<file path="config.mk">
export PLATFORM = sky130hd
export DESIGN_NAME = pin_event_top
export DESIGN_NICKNAME = d
export VERILOG_FILES = /design/src/rtl/pin_event_pkg.sv /design/src/rtl/pin_event_ctrl.sv /design/src/rtl/pin_event_dp.sv /design/src/rtl/pin_event_top.sv
export SDC_FILE = /design/constraint.sdc
export NUM_CORES = 1
export LEC_CHECK = 0
export BUFFER_PORTS_ARGS = -buffer_cell sky130_fd_sc_hd__buf_2
export CAP_MARGIN = 10
export CORE_ASPECT_RATIO = 1.4
export CORE_UTILIZATION = 35
export CTS_CLUSTER_DIAMETER = 60
export CTS_CLUSTER_SIZE = 8
export DETAILED_ROUTE_END_ITERATION = 8
export GPL_ROUTABILITY_DRIVEN = 0
export GPL_TIMING_DRIVEN = 0
export PLACE_DENSITY = 0.54
export RECOVER_POWER = 50
export SLEW_MARGIN = 20
export SYNTH_ARGS = -nofsm -noshare
export SYNTH_HDL_FRONTEND = slang
export SYNTH_SLANG_ARGS = --single-unit
export TNS_END_PERCENT = 20
</file>
<file path="constraint.sdc">
create_clock -name clk -period 4.5 [get_ports clk]
set_input_delay 0.9 -clock clk [delete_from_list [all_inputs] [get_ports clk]]
set_output_delay 0.9 -clock clk [all_outputs]
set_load 0.05 [all_outputs]
</file>
<file path="src/rtl/pin_event_pkg.sv">
package pin_event_pkg;
  localparam int PIN_COUNT  = 32;
  localparam int HALF_COUNT = PIN_COUNT / 2;
  localparam int PIN_IDX_W  = $clog2(PIN_COUNT);
  localparam int MODE_W     = 4;
  localparam int CHAN_COUNT = 2;

  // mode codes: the values are decoded by software, so they are fixed
  localparam logic [MODE_W-1:0] MD_OFF       = 4'h0;
  localparam logic [MODE_W-1:0] MD_DMA_RISE  = 4'h1;
  localparam logic [MODE_W-1:0] MD_DMA_FALL  = 4'h2;
  localparam logic [MODE_W-1:0] MD_DMA_ANY   = 4'h3;
  localparam logic [MODE_W-1:0] MD_FLAG_RISE = 4'h5;
  localparam logic [MODE_W-1:0] MD_FLAG_FALL = 4'h6;
  localparam logic [MODE_W-1:0] MD_FLAG_ANY  = 4'h7;
  localparam logic [MODE_W-1:0] MD_IRQ_LOW   = 4'h8;
  localparam logic [MODE_W-1:0] MD_IRQ_RISE  = 4'h9;
  localparam logic [MODE_W-1:0] MD_IRQ_FALL  = 4'hA;
  localparam logic [MODE_W-1:0] MD_IRQ_ANY   = 4'hB;
  localparam logic [MODE_W-1:0] MD_IRQ_HIGH  = 4'hC;
  localparam logic [MODE_W-1:0] MD_TRIG_HIGH = 4'hD;
  localparam logic [MODE_W-1:0] MD_TRIG_LOW  = 4'hE;

  // strobes from the control decode to the datapath
  typedef struct packed {
    logic [PIN_COUNT-1:0]                  pinWe;
    logic [MODE_W-1:0]                     pinMode;
    logic                                  pinChan;
    logic [PIN_COUNT-1:0]                  globWe;
    logic [MODE_W-1:0]                     globMode;
    logic [CHAN_COUNT-1:0][PIN_COUNT-1:0]  clrMask;
    logic [CHAN_COUNT-1:0]                 ack;
  } strobes_t;

  function automatic logic eventHit(input logic [MODE_W-1:0] mode,
                                    input logic cur, input logic prev);
    logic rise;
    logic fall;
    rise = cur & ~prev;
    fall = ~cur & prev;
    case (mode)
      MD_DMA_RISE, MD_FLAG_RISE, MD_IRQ_RISE: return rise;
      MD_DMA_FALL, MD_FLAG_FALL, MD_IRQ_FALL: return fall;
      MD_DMA_ANY,  MD_FLAG_ANY,  MD_IRQ_ANY:  return rise | fall;
      MD_IRQ_LOW:                             return ~cur;
      MD_IRQ_HIGH:                            return cur;
      default:                                return 1'b0;
    endcase
  endfunction

  function automatic logic isDmaMode(input logic [MODE_W-1:0] mode);
    return (mode >= MD_DMA_RISE) && (mode <= MD_DMA_ANY);
  endfunction

  function automatic logic isIrqMode(input logic [MODE_W-1:0] mode);
    return (mode >= MD_IRQ_LOW) && (mode <= MD_IRQ_HIGH);
  endfunction

  function automatic logic trigActive(input logic [MODE_W-1:0] mode, input logic cur);
    return ((mode == MD_TRIG_HIGH) && cur) || ((mode == MD_TRIG_LOW) && !cur);
  endfunction
endpackage

</file>
<file path="src/rtl/pin_event_ctrl.sv">
module pin_event_ctrl
  import pin_event_pkg::*;
(
  input  logic                  cfgWrEn,
  input  logic [PIN_IDX_W-1:0]  cfgWrPin,
  input  logic [MODE_W-1:0]     cfgWrMode,
  input  logic                  cfgWrChan,
  input  logic                  globLoWrEn,
  input  logic                  globHiWrEn,
  input  logic [MODE_W-1:0]     globMode,
  input  logic [HALF_COUNT-1:0] globMask,
  input  logic                  clrWrEn,
  input  logic                  clrChan,
  input  logic [PIN_COUNT-1:0]  clrMask,
  input  logic [CHAN_COUNT-1:0] dmaAck,
  output strobes_t              strb
);
  logic [PIN_COUNT-1:0] pinSel;

  assign pinSel = cfgWrEn ? (PIN_COUNT'(1) << cfgWrPin) : '0;

  always_comb begin
    strb.pinWe    = pinSel;
    strb.pinMode  = cfgWrMode;
    strb.pinChan  = cfgWrChan;
    // high half in the upper bits, low half in the lower bits
    strb.globWe   = {({HALF_COUNT{globHiWrEn}} & globMask),
                     ({HALF_COUNT{globLoWrEn}} & globMask)};
    strb.globMode = globMode;
    strb.ack      = dmaAck;
  end

  for (genvar c = 0; c < CHAN_COUNT; c++) begin : g_clr
    assign strb.clrMask[c] = (clrWrEn && (clrChan == c[0])) ? clrMask : '0;
  end
endmodule

</file>
<file path="src/rtl/pin_event_dp.sv">
module pin_event_dp
  import pin_event_pkg::*;
(
  input  logic                              clk,
  input  logic                              rstN,
  input  logic [PIN_COUNT-1:0]              pinIn,
  input  strobes_t                          strb,
  output logic [PIN_COUNT-1:0]              statusCh0,
  output logic [PIN_COUNT-1:0]              statusCh1,
  output logic [CHAN_COUNT-1:0]             irqOut,
  output logic [CHAN_COUNT-1:0]             dmaReq,
  output logic [CHAN_COUNT-1:0]             trigOut,
  output logic [PIN_COUNT-1:0][MODE_W-1:0]  modeVec,
  output logic [PIN_COUNT-1:0]              pinLevel
);
  logic [PIN_COUNT-1:0]             pinQ, pinPrev;
  logic [PIN_COUNT-1:0]             flagQ, flagD;
  logic [PIN_COUNT-1:0]             chanQ, chanD;
  logic [PIN_COUNT-1:0][MODE_W-1:0] modeQ, modeD;
  logic [PIN_COUNT-1:0]             setEv, dmaPin, irqPin, trigPin, clrHit;
  logic [CHAN_COUNT-1:0][PIN_COUNT-1:0] routed;

  assign routed[0] = ~chanQ;
  assign routed[1] = chanQ;

  for (genvar i = 0; i < PIN_COUNT; i++) begin : g_pin
    always_comb begin
      setEv[i]   = eventHit(modeQ[i], pinQ[i], pinPrev[i]);
      dmaPin[i]  = isDmaMode(modeQ[i]);
      irqPin[i]  = isIrqMode(modeQ[i]);
      trigPin[i] = trigActive(modeQ[i], pinQ[i]);
    end

    // per-pin write beats a half-port write to the same pin
    always_comb begin
      if (strb.pinWe[i]) begin
        modeD[i] = strb.pinMode;
        chanD[i] = strb.pinChan;
      end else if (strb.globWe[i]) begin
        modeD[i] = strb.globMode;
        chanD[i] = chanQ[i];
      end else begin
        modeD[i] = modeQ[i];
        chanD[i] = chanQ[i];
      end
    end

    always_comb begin
      clrHit[i] = strb.clrMask[chanQ[i]][i]
                | (strb.ack[chanQ[i]] & dmaPin[i]);
      // a new event outranks any clear in the same cycle
      flagD[i]  = setEv[i] | (flagQ[i] & ~clrHit[i]);
    end
  end

  always_ff @(posedge clk or negedge rstN) begin
    if (!rstN) begin
      pinQ    <= '0;
      pinPrev <= '0;
      flagQ   <= '0;
      chanQ   <= '0;
      modeQ   <= '0;
    end else begin
      pinQ    <= pinIn;
      pinPrev <= pinQ;
      flagQ   <= flagD;
      chanQ   <= chanD;
      modeQ   <= modeD;
    end
  end

  for (genvar c = 0; c < CHAN_COUNT; c++) begin : g_chan
    assign irqOut[c]  = |(flagQ & irqPin & routed[c]);
    assign dmaReq[c]  = |(flagQ & dmaPin & routed[c]);
    assign trigOut[c] = |(trigPin & routed[c]);
  end

  assign statusCh0 = flagQ & routed[0];
  assign statusCh1 = flagQ & routed[1];
  assign modeVec   = modeQ;
  assign pinLevel  = pinQ;
endmodule

</file>
<file path="src/rtl/pin_event_top.sv">
module pin_event_top
  import pin_event_pkg::*;
(
  input  logic                  clk,
  input  logic                  rstN,
  input  logic [PIN_COUNT-1:0]  pinIn,
  input  logic                  cfgWrEn,
  input  logic [PIN_IDX_W-1:0]  cfgWrPin,
  input  logic [MODE_W-1:0]     cfgWrMode,
  input  logic                  cfgWrChan,
  input  logic                  globLoWrEn,
  input  logic                  globHiWrEn,
  input  logic [MODE_W-1:0]     globMode,
  input  logic [HALF_COUNT-1:0] globMask,
  input  logic                  clrWrEn,
  input  logic                  clrChan,
  input  logic [PIN_COUNT-1:0]  clrMask,
  input  logic [CHAN_COUNT-1:0] dmaAck,
  output logic [PIN_COUNT-1:0]  statusCh0,
  output logic [PIN_COUNT-1:0]  statusCh1,
  output logic [CHAN_COUNT-1:0] irqOut,
  output logic [CHAN_COUNT-1:0] dmaReq,
  output logic [CHAN_COUNT-1:0] trigOut
);
  strobes_t                         strb;
  logic [PIN_COUNT-1:0][MODE_W-1:0] dpModeVec;
  logic [PIN_COUNT-1:0]             dpPinLevel;

  pin_event_ctrl ctrl (
    .cfgWrEn(cfgWrEn), .cfgWrPin(cfgWrPin), .cfgWrMode(cfgWrMode),
    .cfgWrChan(cfgWrChan), .globLoWrEn(globLoWrEn), .globHiWrEn(globHiWrEn),
    .globMode(globMode), .globMask(globMask), .clrWrEn(clrWrEn),
    .clrChan(clrChan), .clrMask(clrMask), .dmaAck(dmaAck), .strb(strb)
  );

  pin_event_dp dp (
    .clk(clk), .rstN(rstN), .pinIn(pinIn), .strb(strb),
    .statusCh0(statusCh0), .statusCh1(statusCh1), .irqOut(irqOut),
    .dmaReq(dmaReq), .trigOut(trigOut), .modeVec(dpModeVec),
    .pinLevel(dpPinLevel)
  );
endmodule

</file>
==> flow_summary_export.csv <==
group,metric,value,unit
global_route,grt_overflow,0,
placement,port-buffer-count,169,
die,die_area,49000,sq um
cts,cts_buffer_depth,3,
logic_synthesis,async_flop_share,1.00,
cts,path_clk_slew,60,ps
power,p_leak,8.94,nW
cells_and_area,final_common_cell,"dfrtp_1",
logic_synthesis,syn_avg_cell_area,8.63,sq um
sta,worst_slew_pin_slew,2090,ps
logic_synthesis,synthAdderAreaFrac,0.0475,
global_route,first_global_vias,15000,
cells_and_area,nets,2332,
setup_path,cp_slowest_cell,"a2111oi_2",
cts,cts_sinks,256,
outcome,violations,"max-capacitance violations, max-slew violations",
global_route,grt_busiest_layer,"met2",
setup_path,cp_max_fo,7,
global_route,grt_pass1_wl,98.4,mm
setup_path,reg2regPathDepth,5,
sta,maxSlewViolCount,79,
power,power_frac_comb,0.395,
logic_synthesis,synth-simple-area-share,0.189,
power,seq_power_share,0.325,
die,die_w,187,microns
sta,fin_crit,4300,ps
cells_and_area,drive_gt1_frac,0.138,
sta,max_slew_margin,-0.393,
logic_synthesis,synth_seq_cells,256,
power,sw_frac_of_total,0.433,
global_route,use_met3,0.0458,
setup_path,required,3600,ps
cts,insertion_delay,540,ps
sta,rsz0062_at_grt,"false",
route,drtIter0Drc,1446,
cts,cts_setup_buffers,0,
route,routedWlPerCell,24.4,microns
setup_path,r2r-start,"dp.chanQ[29]",
logic_synthesis,synthesis.area,16800,sq um
logic_synthesis,ys_seq_area_frac,0.380,
global_route,grt_max_degree,91,
power,power_density,490,nW/um^2
setup_path,regToRegSetupSlack,2900,ps
sta,fmax,232,MHz
logic_synthesis,synth_top_area_share,0.380,
logic_synthesis,ys_top_cells_by_area,"dfrtp_1 (38%), mux2i_1 (11%), ha_1 (4.8%), nand2_1 (4.7%), o21ai_0 (4.1%)",
sta,whs,466,ps
logic_synthesis,synth_compound_gate_area_share,0.155,
global_route,grtUsageMet2,0.461,
outcome,status,"finished, violations left",
logic_synthesis,synth-main-ff-cell,"dfrtp_1",
cells_and_area,final_cells,2795,
cells_and_area,final_cell_mix,"dfrtp_1 (256), nand2_1 (211), mux2i_1 (192), buf_2 (188), nor2_1 (156)",
setup_path,cp-end-kind,"primary output",
setup_path,reg2reg_to,"dp.flagQ[29]",
logic_synthesis,synth_top_family_by_area,"simple AND/OR/NAND/NOR gates",
setup_path,crit_cells,6,
worst_hold_path,min_path_type,"input pin to register",
power,p_int,5.42,mW
setup_path,crit_buf_inv,2,
cts,holdBufCountCts,0,
power,power.share.clock,0.280,
power,power_switching,4.14,mW
sta,finalHoldViolations,0,
route,drt-vias-per-instance,5.66,
setup_path,cpLargestDelayFamily,"compound AO/OA/AOI/OAI gates",
power,power,9.56,mW
logic_synthesis,ys_types,51,
setup_path,worstSetupStartpointType,"register",
route,vias,15800,
route,wirelength,68.2,mm
setup_path,critical_path.max_stage_delay,670,ps
worst_hold_path,hold_depth,1,
sta,setup_violations,0,
power,ir_drop,0.000265,V
logic_synthesis,synth-xor-area-share,0.0333,
logic_synthesis,synth_top_area_cell,"dfrtp_1",
flow_run,maxCapViolCount,1,
setup_path,criticalPathCategory,"register to primary output",
cts,numCtsBuffers,39,
die,pin_count,173,
cts,cts_root_buffer,"clkbuf_16",
die,core,47300,sq um
route,drt_pass1_iterations,6,
global_route,antenna_found_initial,3,
worst_hold_path,hp-start,"pinIn[1]",
die,die_h,262,microns
cells_and_area,area_growth,15.9,%
logic_synthesis,synth-edff-count,0,
route,drtAntennaViolNets,0,
global_route,grtUsageMet1,0.319,
route,drc,0,
cts,cts_tree,"built",
logic_synthesis,syn_inst,1953,
global_route,grt_util_all_layers,0.276,
cts,postCtsResizedCells,0,
placement,dp.cells,2748,
sta,finalSetupTns,0,ps
sta,clock_skew,12.4,ps
die,initial_utilization,0.356,
worst_hold_path,hold_end,"dp.pinLevel[1]",
logic_synthesis,syn_nets,2120,
setup_path,path_cells,"clkbuf_1 > a211oi_1 > a2111oi_2 > o2111ai_1 > or4_1 > buf_2",
setup_path,arrival,3400,ps
sta,finalCritPeriodShare,0.956,
cts,cts-htree-levels,2,
die,rows,94,
logic_synthesis,synth.mux.area_fraction,0.133,
logic_synthesis,yosysWarnings,0,
placement,hpwl,52.1,mm
## flip-flops by register name, summed over array words and instances, names as in the netlist
name         count
dp.chanQ        32
dp.pinLevel     32
dp.modeVec     128
dp.flagQ        32
dp.pinPrev      32
## layout make-up
cell class / instances / area (sq um)
Antenna cell: 1 / 2.50
Buffer: 129 / 553
Clock buffer: 43 / 1010
Clock inverter: 3 / 23.8
Fill cell: 4853 / 27800
Inverter: 131 / 492
Multi-Input combinational cell: 1437 / 9390
Sequential cell: 256 / 6410
Tap cell: 624 / 781
Timing Repair Buffer: 171 / 861
## per-layer routing
metal / wire [microns] / part of all wire
met1: 25600 / 0.38
met2: 32200 / 0.47
met3: 4690 / 0.069
met4: 5630 / 0.083
met5: 25 / 0.00037
## power by group through the flow
| stage | Clock, mW | Sequential [mW] | Combinational [mW] |
|---|---|---|---|
| 6_report | 2.67 | 3.11 | 3.78 |
| 2_1_floorplan | 0 | 3.01 | 2.62 |
| 4_1_cts | 2.72 | 3.10 | 3.75 |
| 3_3_place_gp | 0 | 3.12 | 3.69 |
| 3_5_place_dp | 0 | 3.13 | 3.74 |
| 5_1_grt | 2.80 | 3.16 | 4.01 |
## worst register-to-register path, stage by stage (launching register included)
cell	delay [ps]
dfrtp_1	310
clkbuf_1	470
mux2i_1	160
o21ai_0	170
a31oi_1	60
a311o_1	310
## how the worst max path moves through the flow
stage	from	endpoint
2_1_floorplan	dp.chanQ[16]	dmaReq[1]
3_3_place_gp	rstN	dp.pinPrev[8]
3_5_place_dp	dp.chanQ[29]	trigOut[0]
4_1_cts	dp.chanQ[29]	trigOut[0]
5_1_grt	dp.chanQ[29]	trigOut[0]
6_report	dp.chanQ[29]	trigOut[0]
## cells by family after synthesis
logic type	count (synthesis)
AO/OA/AOI/OAI	424
XOR/XNOR	64
adder cells (fa/ha/maj)	64
buffers and inverters	260
flip-flops	256
multiplexers	220
AND/OR/NAND/NOR	665
## synth_stat cells, types with 28 or more instances
cell        n
inv_1     131
o21ai_0   138
o211ai_1   78
ha_1       64
nand3_1   124
clkbuf_1   94
a21oi_1    94
dfrtp_1   256
nand2_1   211
mux2_2     28
mux2i_1   192
xnor2_1    64
nor2_1    156
nor2b_1    33
a31oi_1    34
## metrics by stage
stage	instance area, sq um	worst slack, ps	util
after global placement	18500	-2620	0.391
after CTS	19600	257	0.414
after floorplan	16800	1520	-
final	19500	199	0.413
after global routing	19500	170	0.413
after detailed placement	18500	819	0.392
(Power assumes the default switching activity.)
